$ cat config.mk
export PLATFORM = sky130hd
export DESIGN_NAME = pgate_mode_ctrl
export DESIGN_NICKNAME = d
export VERILOG_FILES = /design/src/rtl/pgate_pkg.sv /design/src/rtl/pgate_dwell_timer.sv /design/src/rtl/pgate_req_hold.sv /design/src/rtl/pgate_lost_flag.sv /design/src/rtl/pgate_mode_ctrl.sv
export SDC_FILE = /design/constraint.sdc
export NUM_CORES = 1
export LEC_CHECK = 0
export BUFFER_PORTS_ARGS = -buffer_cell sky130_fd_sc_hd__buf_2
export CORE_AREA = 2 2 39 41
export CTS_CLUSTER_DIAMETER = 120
export DETAILED_ROUTE_END_ITERATION = 10
export DIE_AREA = 0 0 41 43
export PLACE_DENSITY_LB_ADDON = 0.1
export SYNTH_ARGS = -nofsm -noshare
export SYNTH_HDL_FRONTEND = slang
export SYNTH_HIERARCHICAL = 1
export SYNTH_SLANG_ARGS = --single-unit
export TNS_END_PERCENT = 1
$ cat constraint.sdc
create_clock -name clk -period 3.6 [get_ports clk]
set_input_delay 0.9 -clock clk [delete_from_list [all_inputs] [get_ports clk]]
set_output_delay 0.9 -clock clk [all_outputs]
set_load 0.1 [all_outputs]
$ cat src/rtl/pgate_pkg.sv
package pgate_pkg;

   typedef enum logic [1:0] {
      MODE_ACT = 2'd0,
      MODE_RET = 2'd1,
      MODE_CUT = 2'd2,
      MODE_MID = 2'd3
   } pg_mode_e;

   // {main switch enable, retention switch control (low conducts)}
   function automatic logic [1:0] pg_code(pg_mode_e m);
      case (m)
         MODE_ACT: pg_code = 2'b10;
         MODE_RET: pg_code = 2'b00;
         MODE_CUT: pg_code = 2'b01;
         default:  pg_code = 2'b11;
      endcase
   endfunction

endpackage

$ cat src/rtl/pgate_dwell_timer.sv
module pgate_dwell_timer #(
   parameter int DWELL_CYCLES = 4
) (
   input  logic clk,
   input  logic rst_n,
   input  logic load,
   input  logic run,
   output logic done
);
   localparam int CNT_W = (DWELL_CYCLES > 1) ? $clog2(DWELL_CYCLES) : 1;

   generate
      if (DWELL_CYCLES < 1) begin : g_bad_dwell
         $error("pgate_dwell_timer: DWELL_CYCLES must be at least 1");
      end

      if (DWELL_CYCLES == 1) begin : g_single
         assign done = 1'b1;
      end else begin : g_count
         localparam logic [CNT_W-1:0] LOAD_VAL = CNT_W'(DWELL_CYCLES - 1);
         logic [CNT_W-1:0] cnt;

         always_ff @(posedge clk) begin
            if (!rst_n) begin
               cnt <= '0;
            end else if (load) begin
               cnt <= LOAD_VAL;
            end else if (run && cnt != '0) begin
               cnt <= cnt - 1'b1;
            end
         end

         assign done = (cnt == '0);
      end
   endgenerate

endmodule

$ cat src/rtl/pgate_req_hold.sv
module pgate_req_hold
   import pgate_pkg::*;
#(
   parameter bit LAST_WINS = 1'b1
) (
   input  logic     clk,
   input  logic     rst_n,
   input  logic     capture,
   input  pg_mode_e cap_mode,
   input  logic     consume,
   output logic     pend_vld,
   output pg_mode_e pend_mode
);
   generate
      if (LAST_WINS) begin : g_last
         always_ff @(posedge clk) begin
            if (!rst_n) begin
               pend_vld  <= 1'b0;
               pend_mode <= MODE_CUT;
            end else if (capture) begin
               pend_vld  <= 1'b1;
               pend_mode <= cap_mode;
            end else if (consume) begin
               pend_vld  <= 1'b0;
            end
         end
      end else begin : g_first
         always_ff @(posedge clk) begin
            if (!rst_n) begin
               pend_vld  <= 1'b0;
               pend_mode <= MODE_CUT;
            end else if (capture && !pend_vld) begin
               pend_vld  <= 1'b1;
               pend_mode <= cap_mode;
            end else if (consume) begin
               pend_vld  <= 1'b0;
            end
         end
      end
   endgenerate

   // a stored request is never taken while a steady-state consume is active
   p_hold_no_overlap_r6: assert property (@(posedge clk) disable iff (!rst_n)
      !(capture && consume));

endmodule

$ cat src/rtl/pgate_lost_flag.sv
module pgate_lost_flag (
   input  logic clk,
   input  logic rst_n,
   input  logic enter_cut,
   input  logic in_active,
   input  logic restore_ack,
   output logic data_lost
);
   always_ff @(posedge clk) begin
      if (!rst_n) begin
         data_lost <= 1'b1;
      end else if (enter_cut) begin
         data_lost <= 1'b1;
      end else if (in_active && restore_ack) begin
         data_lost <= 1'b0;
      end
   end

   p_clear_only_active_r9: assert property (@(posedge clk) disable iff (!rst_n)
      $fell(data_lost) |-> ($past(in_active) && $past(restore_ack)));

endmodule

$ cat src/rtl/pgate_mode_ctrl.sv
module pgate_mode_ctrl
   import pgate_pkg::*;
#(
   parameter int DWELL_CYCLES = 4,
   parameter bit LAST_WINS    = 1'b1
) (
   input  logic       clk,
   input  logic       rst_n,
   input  logic       req_valid,
   input  logic [1:0] req_mode,
   input  logic       restore_ack,
   output logic       main_ctl,
   output logic       ret_ctl,
   output logic [1:0] cur_mode,
   output logic       busy,
   output logic       data_lost
);
   pg_mode_e cur_q, tgt_q;
   pg_mode_e req_m, pend_mode, cand_mode;
   logic     legal_req, in_mid, pend_vld, cand_vld;
   logic     start, capture, consume, tmr_done, enter_cut;

   assign req_m     = pg_mode_e'(req_mode);
   assign legal_req = req_valid && (req_m != MODE_MID);
   assign in_mid    = (cur_q == MODE_MID);

   // new request beats a stored one in the steady cycle
   assign cand_vld  = legal_req || pend_vld;
   assign cand_mode = legal_req ? req_m : pend_mode;

   assign start     = !in_mid && cand_vld && (cand_mode != cur_q);
   assign capture   = in_mid && legal_req;
   assign consume   = !in_mid && pend_vld;
   assign enter_cut = in_mid && tmr_done && (tgt_q == MODE_CUT);

   pgate_req_hold #(.LAST_WINS(LAST_WINS)) u_hold (
      .clk       (clk),
      .rst_n     (rst_n),
      .capture   (capture),
      .cap_mode  (req_m),
      .consume   (consume),
      .pend_vld  (pend_vld),
      .pend_mode (pend_mode)
   );

   pgate_dwell_timer #(.DWELL_CYCLES(DWELL_CYCLES)) u_timer (
      .clk   (clk),
      .rst_n (rst_n),
      .load  (start),
      .run   (in_mid),
      .done  (tmr_done)
   );

   pgate_lost_flag u_lost (
      .clk         (clk),
      .rst_n       (rst_n),
      .enter_cut   (enter_cut),
      .in_active   (cur_q == MODE_ACT),
      .restore_ack (restore_ack),
      .data_lost   (data_lost)
   );

   always_ff @(posedge clk) begin
      if (!rst_n) begin
         cur_q <= MODE_CUT;
         tgt_q <= MODE_CUT;
      end else if (start) begin
         cur_q <= MODE_MID;
         tgt_q <= cand_mode;
      end else if (in_mid && tmr_done) begin
         cur_q <= tgt_q;
      end
   end

   assign {main_ctl, ret_ctl} = pg_code(cur_q);
   assign cur_mode            = cur_q;
   assign busy                = in_mid || pend_vld;

   // checker-only run length of the intermediate code
   logic [31:0] mid_run;
   always_ff @(posedge clk) begin
      if (!rst_n)      mid_run <= '0;
      else if (in_mid) mid_run <= mid_run + 1'b1;
      else             mid_run <= '0;
   end

   p_no_direct_jump_r4: assert property (@(posedge clk) disable iff (!rst_n)
      ({main_ctl, ret_ctl} != $past({main_ctl, ret_ctl})) |->
         ({main_ctl, ret_ctl} == 2'b11 || $past({main_ctl, ret_ctl}) == 2'b11));

   p_mid_dwell_r3: assert property (@(posedge clk) disable iff (!rst_n)
      ($past(in_mid) && !in_mid) |-> (mid_run == 32'(DWELL_CYCLES)));

   p_lost_in_cut_r8: assert property (@(posedge clk) disable iff (!rst_n)
      (cur_mode == 2'd2) |-> data_lost);

   p_busy_mid_r7: assert property (@(posedge clk) disable iff (!rst_n)
      (cur_mode == 2'd3) |-> busy);

   p_ignore_same_r5: assert property (@(posedge clk) disable iff (!rst_n)
      (!in_mid && !pend_vld && req_valid && (req_m == cur_q || req_m == MODE_MID))
         |=> $stable(cur_mode));

endmodule

==> qor.csv <==
metric,value,unit
"commonest non-fill, non-tap cell in the layout",buf_2,
layout cell share with drive strength beyond 1,0.2442,
syn_nets,82,
Vias,543,
Non-Filler Instances,102,
Hold Crit Class,flop to flop,
post-synthesis sequential area ratio,0.3071,
"Hold Vio Cnt, Final",0,
Die ar.,1763,um2
syn_area_per_cell,9.181,um2
multi-input logic area,421.7,um2
drt first pass iters,4,
Starting Density,0.4711,
fill cell count,151,
minimum clock period,2.568,ns
clock buffer depth,2,
HP Start,u_lost/data_lost,
crit share post-route,0.7134,
worst r2r src,cur_mode[0],
CP peak stage delay,0.45,ns
Register Area,200.2,um2
clk slew on worst S/H paths,0.07,ns
Max H-tree Level,1,
Area Growth Syn to Fin,17.08,%
DR WL/cell,11.56,um
"FF+latch count, synth",10,
CP endpoint kind,output pin,
initial DRC count,10,
CP Launch Type,flop,
largest net degree at the start of global routing,12,
grt ovf,0,
first-pass GRT wire length,2007,um
DRC violations left,0,
post-cts hold buffer count,0,
antenna violation net count after detailed routing,0,
vias in the first global route,473,
# rows,14,
CTS Buf Count,3,
max-slew violation count,0,
Mapped Cells,71,
Worst Path Required,2.70,ns
IO Count,12,
"commonest non-fill, non-tap cells in the layout","11 x buf_2, 10 x dfxtp_1, 8 x inv_1, 7 x nand2_1, 5 x ha_1",
Tightest Pin Transition,0.4835,ns
Port Buf Inserts,11,
Nets,98,
die height,43,um
total global-route track usage,0.1685,
arrival time worst endpoint,1.67,ns
CTS Sinks,10,
Final setup viols,0,
"Clk Latency, worst-skew pair",0.26,ns
status,"complete, no violations",
routed wire length,1179,um
worst-path cell chain,"ha_1, or2_2, buf_2",
antenna cell count,0,
Chip Width,41,um
setup bufs post-CTS,0,
count of cell types in the netlist,30,
max-capacitance violation count,0,
Clock Tree Root,clkbuf_4,
Synth area leaders,"dfxtp_1 31%, ha_1 9.6%, mux2i_1 4.6%",
f_max,389.4,MHz
DP Wirelength,894.5,um
post-synth top area share,0.3071,
Syn Std Cell Area,651.9,um2
antenna violations before repair,0,
critical path type,flop to output pin,
RSZ-0062 raised after global routing,no,
Slew headroom,0.6799,
CTS tree,done,
# resized after CTS,0,
dpl cells,98,
Placeable Area,1384,um2
clk_skew,0.002738,ns
critical-path maximum fanout,9,
Critical-path top delay cell,dfxtp_1,
YS warnings,6,
TNS Setup,0,ns
crit path from,cur_mode[1],
largest area contributor in the netlist,dfxtp_1,
routability cong.,0.6954,
post-DR vias/cell,5.324,
-- cell usage after synthesis --
| cell type | instances |
|---|---|
| nand2b_1 | 1 |
| a21boi_0 | 1 |
| o21bai_1 | 1 |
| a211oi_1 | 2 |
| nand3_1 | 2 |
| and2b_1 | 3 |
| or2_2 | 2 |
| o21a_1 | 2 |
| a21oi_1 | 1 |
| ha_1 | 5 |
| mux2_4 | 1 |
| a32oi_1 | 1 |
| nor2b_2 | 1 |
| and2_1 | 1 |
| or2b_1 | 2 |
| o211ai_1 | 1 |
| nor3b_1 | 1 |
| nand2b_4 | 1 |
| and4bb_1 | 2 |
| dfxtp_1 | 10 |
| o21ai_0 | 1 |
| nand4b_1 | 1 |
| a211o_1 | 2 |
| inv_1 | 8 |
| o21ai_1 | 1 |
| nor2_1 | 3 |
| nor2b_1 | 3 |
| nand2_1 | 7 |
| mux2i_1 | 3 |
| a41oi_4 | 1 |
-- routing by layer --
layer,up-vias,global-route usage,share of wire
met5,-,0,0
met4,0,0.08000,0.014
met3,4,0.04712,0.052
met2,20,0.2469,0.46
met1,242,0.2190,0.47
li1,277,-,-
-- stage by stage --
step | cell area, um2 | setup WS [ns] | utilization | hold WS (ns)
final | 763.2 | 1.032 | 0.5515 | 0.4623
after global routing | 763.2 | 0.9360 | 0.5515 | 0.4776
after CTS | 763.2 | 1.015 | 0.5515 | 0.4695
after detailed placement | 726.9 | 1.244 | 0.5253 | 0.4584
after global placement | 726.9 | 1.265 | 0.5253 | 0.4384
after floorplan | 651.9 | 0.5754 | - | 0.4483
-- path summary, 6_finish.rpt --
| path | slack [ns] | endpoint | cells after the start |
|---|---|---|---|
| setup / recovery | 1.03 | busy | 3 |
| hold / removal | 0.46 | u_lost/data_lost | 1 |
| setup reg to reg | 1.83 | u_timer/g_count.cnt[0] | 5 |
| hold reg to reg | 0.46 | u_lost/data_lost | 1 |
-- layout make-up --
type | count | area share
clock buffer | 4 | 0.04754
multi-input combinational | 53 | 0.5525
inverter | 8 | 0.03934
tap | 16 | 0.02623
sequential | 10 | 0.2623
timing repair buffer | 11 | 0.07213
-- cells by family (layout without fill, tap and decap cells) --
group | count (synthesis) | in the layout | share of synthesized area
and+or+nand+nor | 30 | 30 | 0.2956
buffers and inverters | 8 | 23 | 0.04607
DFF | 10 | 10 | 0.3071
adders and majority gates | 5 | 5 | 0.09597
muxes | 4 | 4 | 0.06909
AOI/OAI and AO/OA | 14 | 14 | 0.1862
-- state kept, by name, summed over array words and instances (netlist names) --
| name | count |
|---|---|
| u_hold/pend_mode | 2 |
| u_lost/data_lost | 1 |
| u_timer/g_count.cnt | 2 |
| tgt_q | 2 |
| u_hold/pend_vld | 1 |
| cur_mode | 2 |
-- critical path: cells and delay by family, from the launching register on --
family / cells / cell delay, ns
simple gates: 1 / 0.16
flops: 1 / 0.45
buf+inv: 1 / 0.41
fa+ha+maj: 1 / 0.37
Power is left out: the tool's default activity adds up to more than one toggle a clock period on the data nets, which glitch-free logic cannot reach.
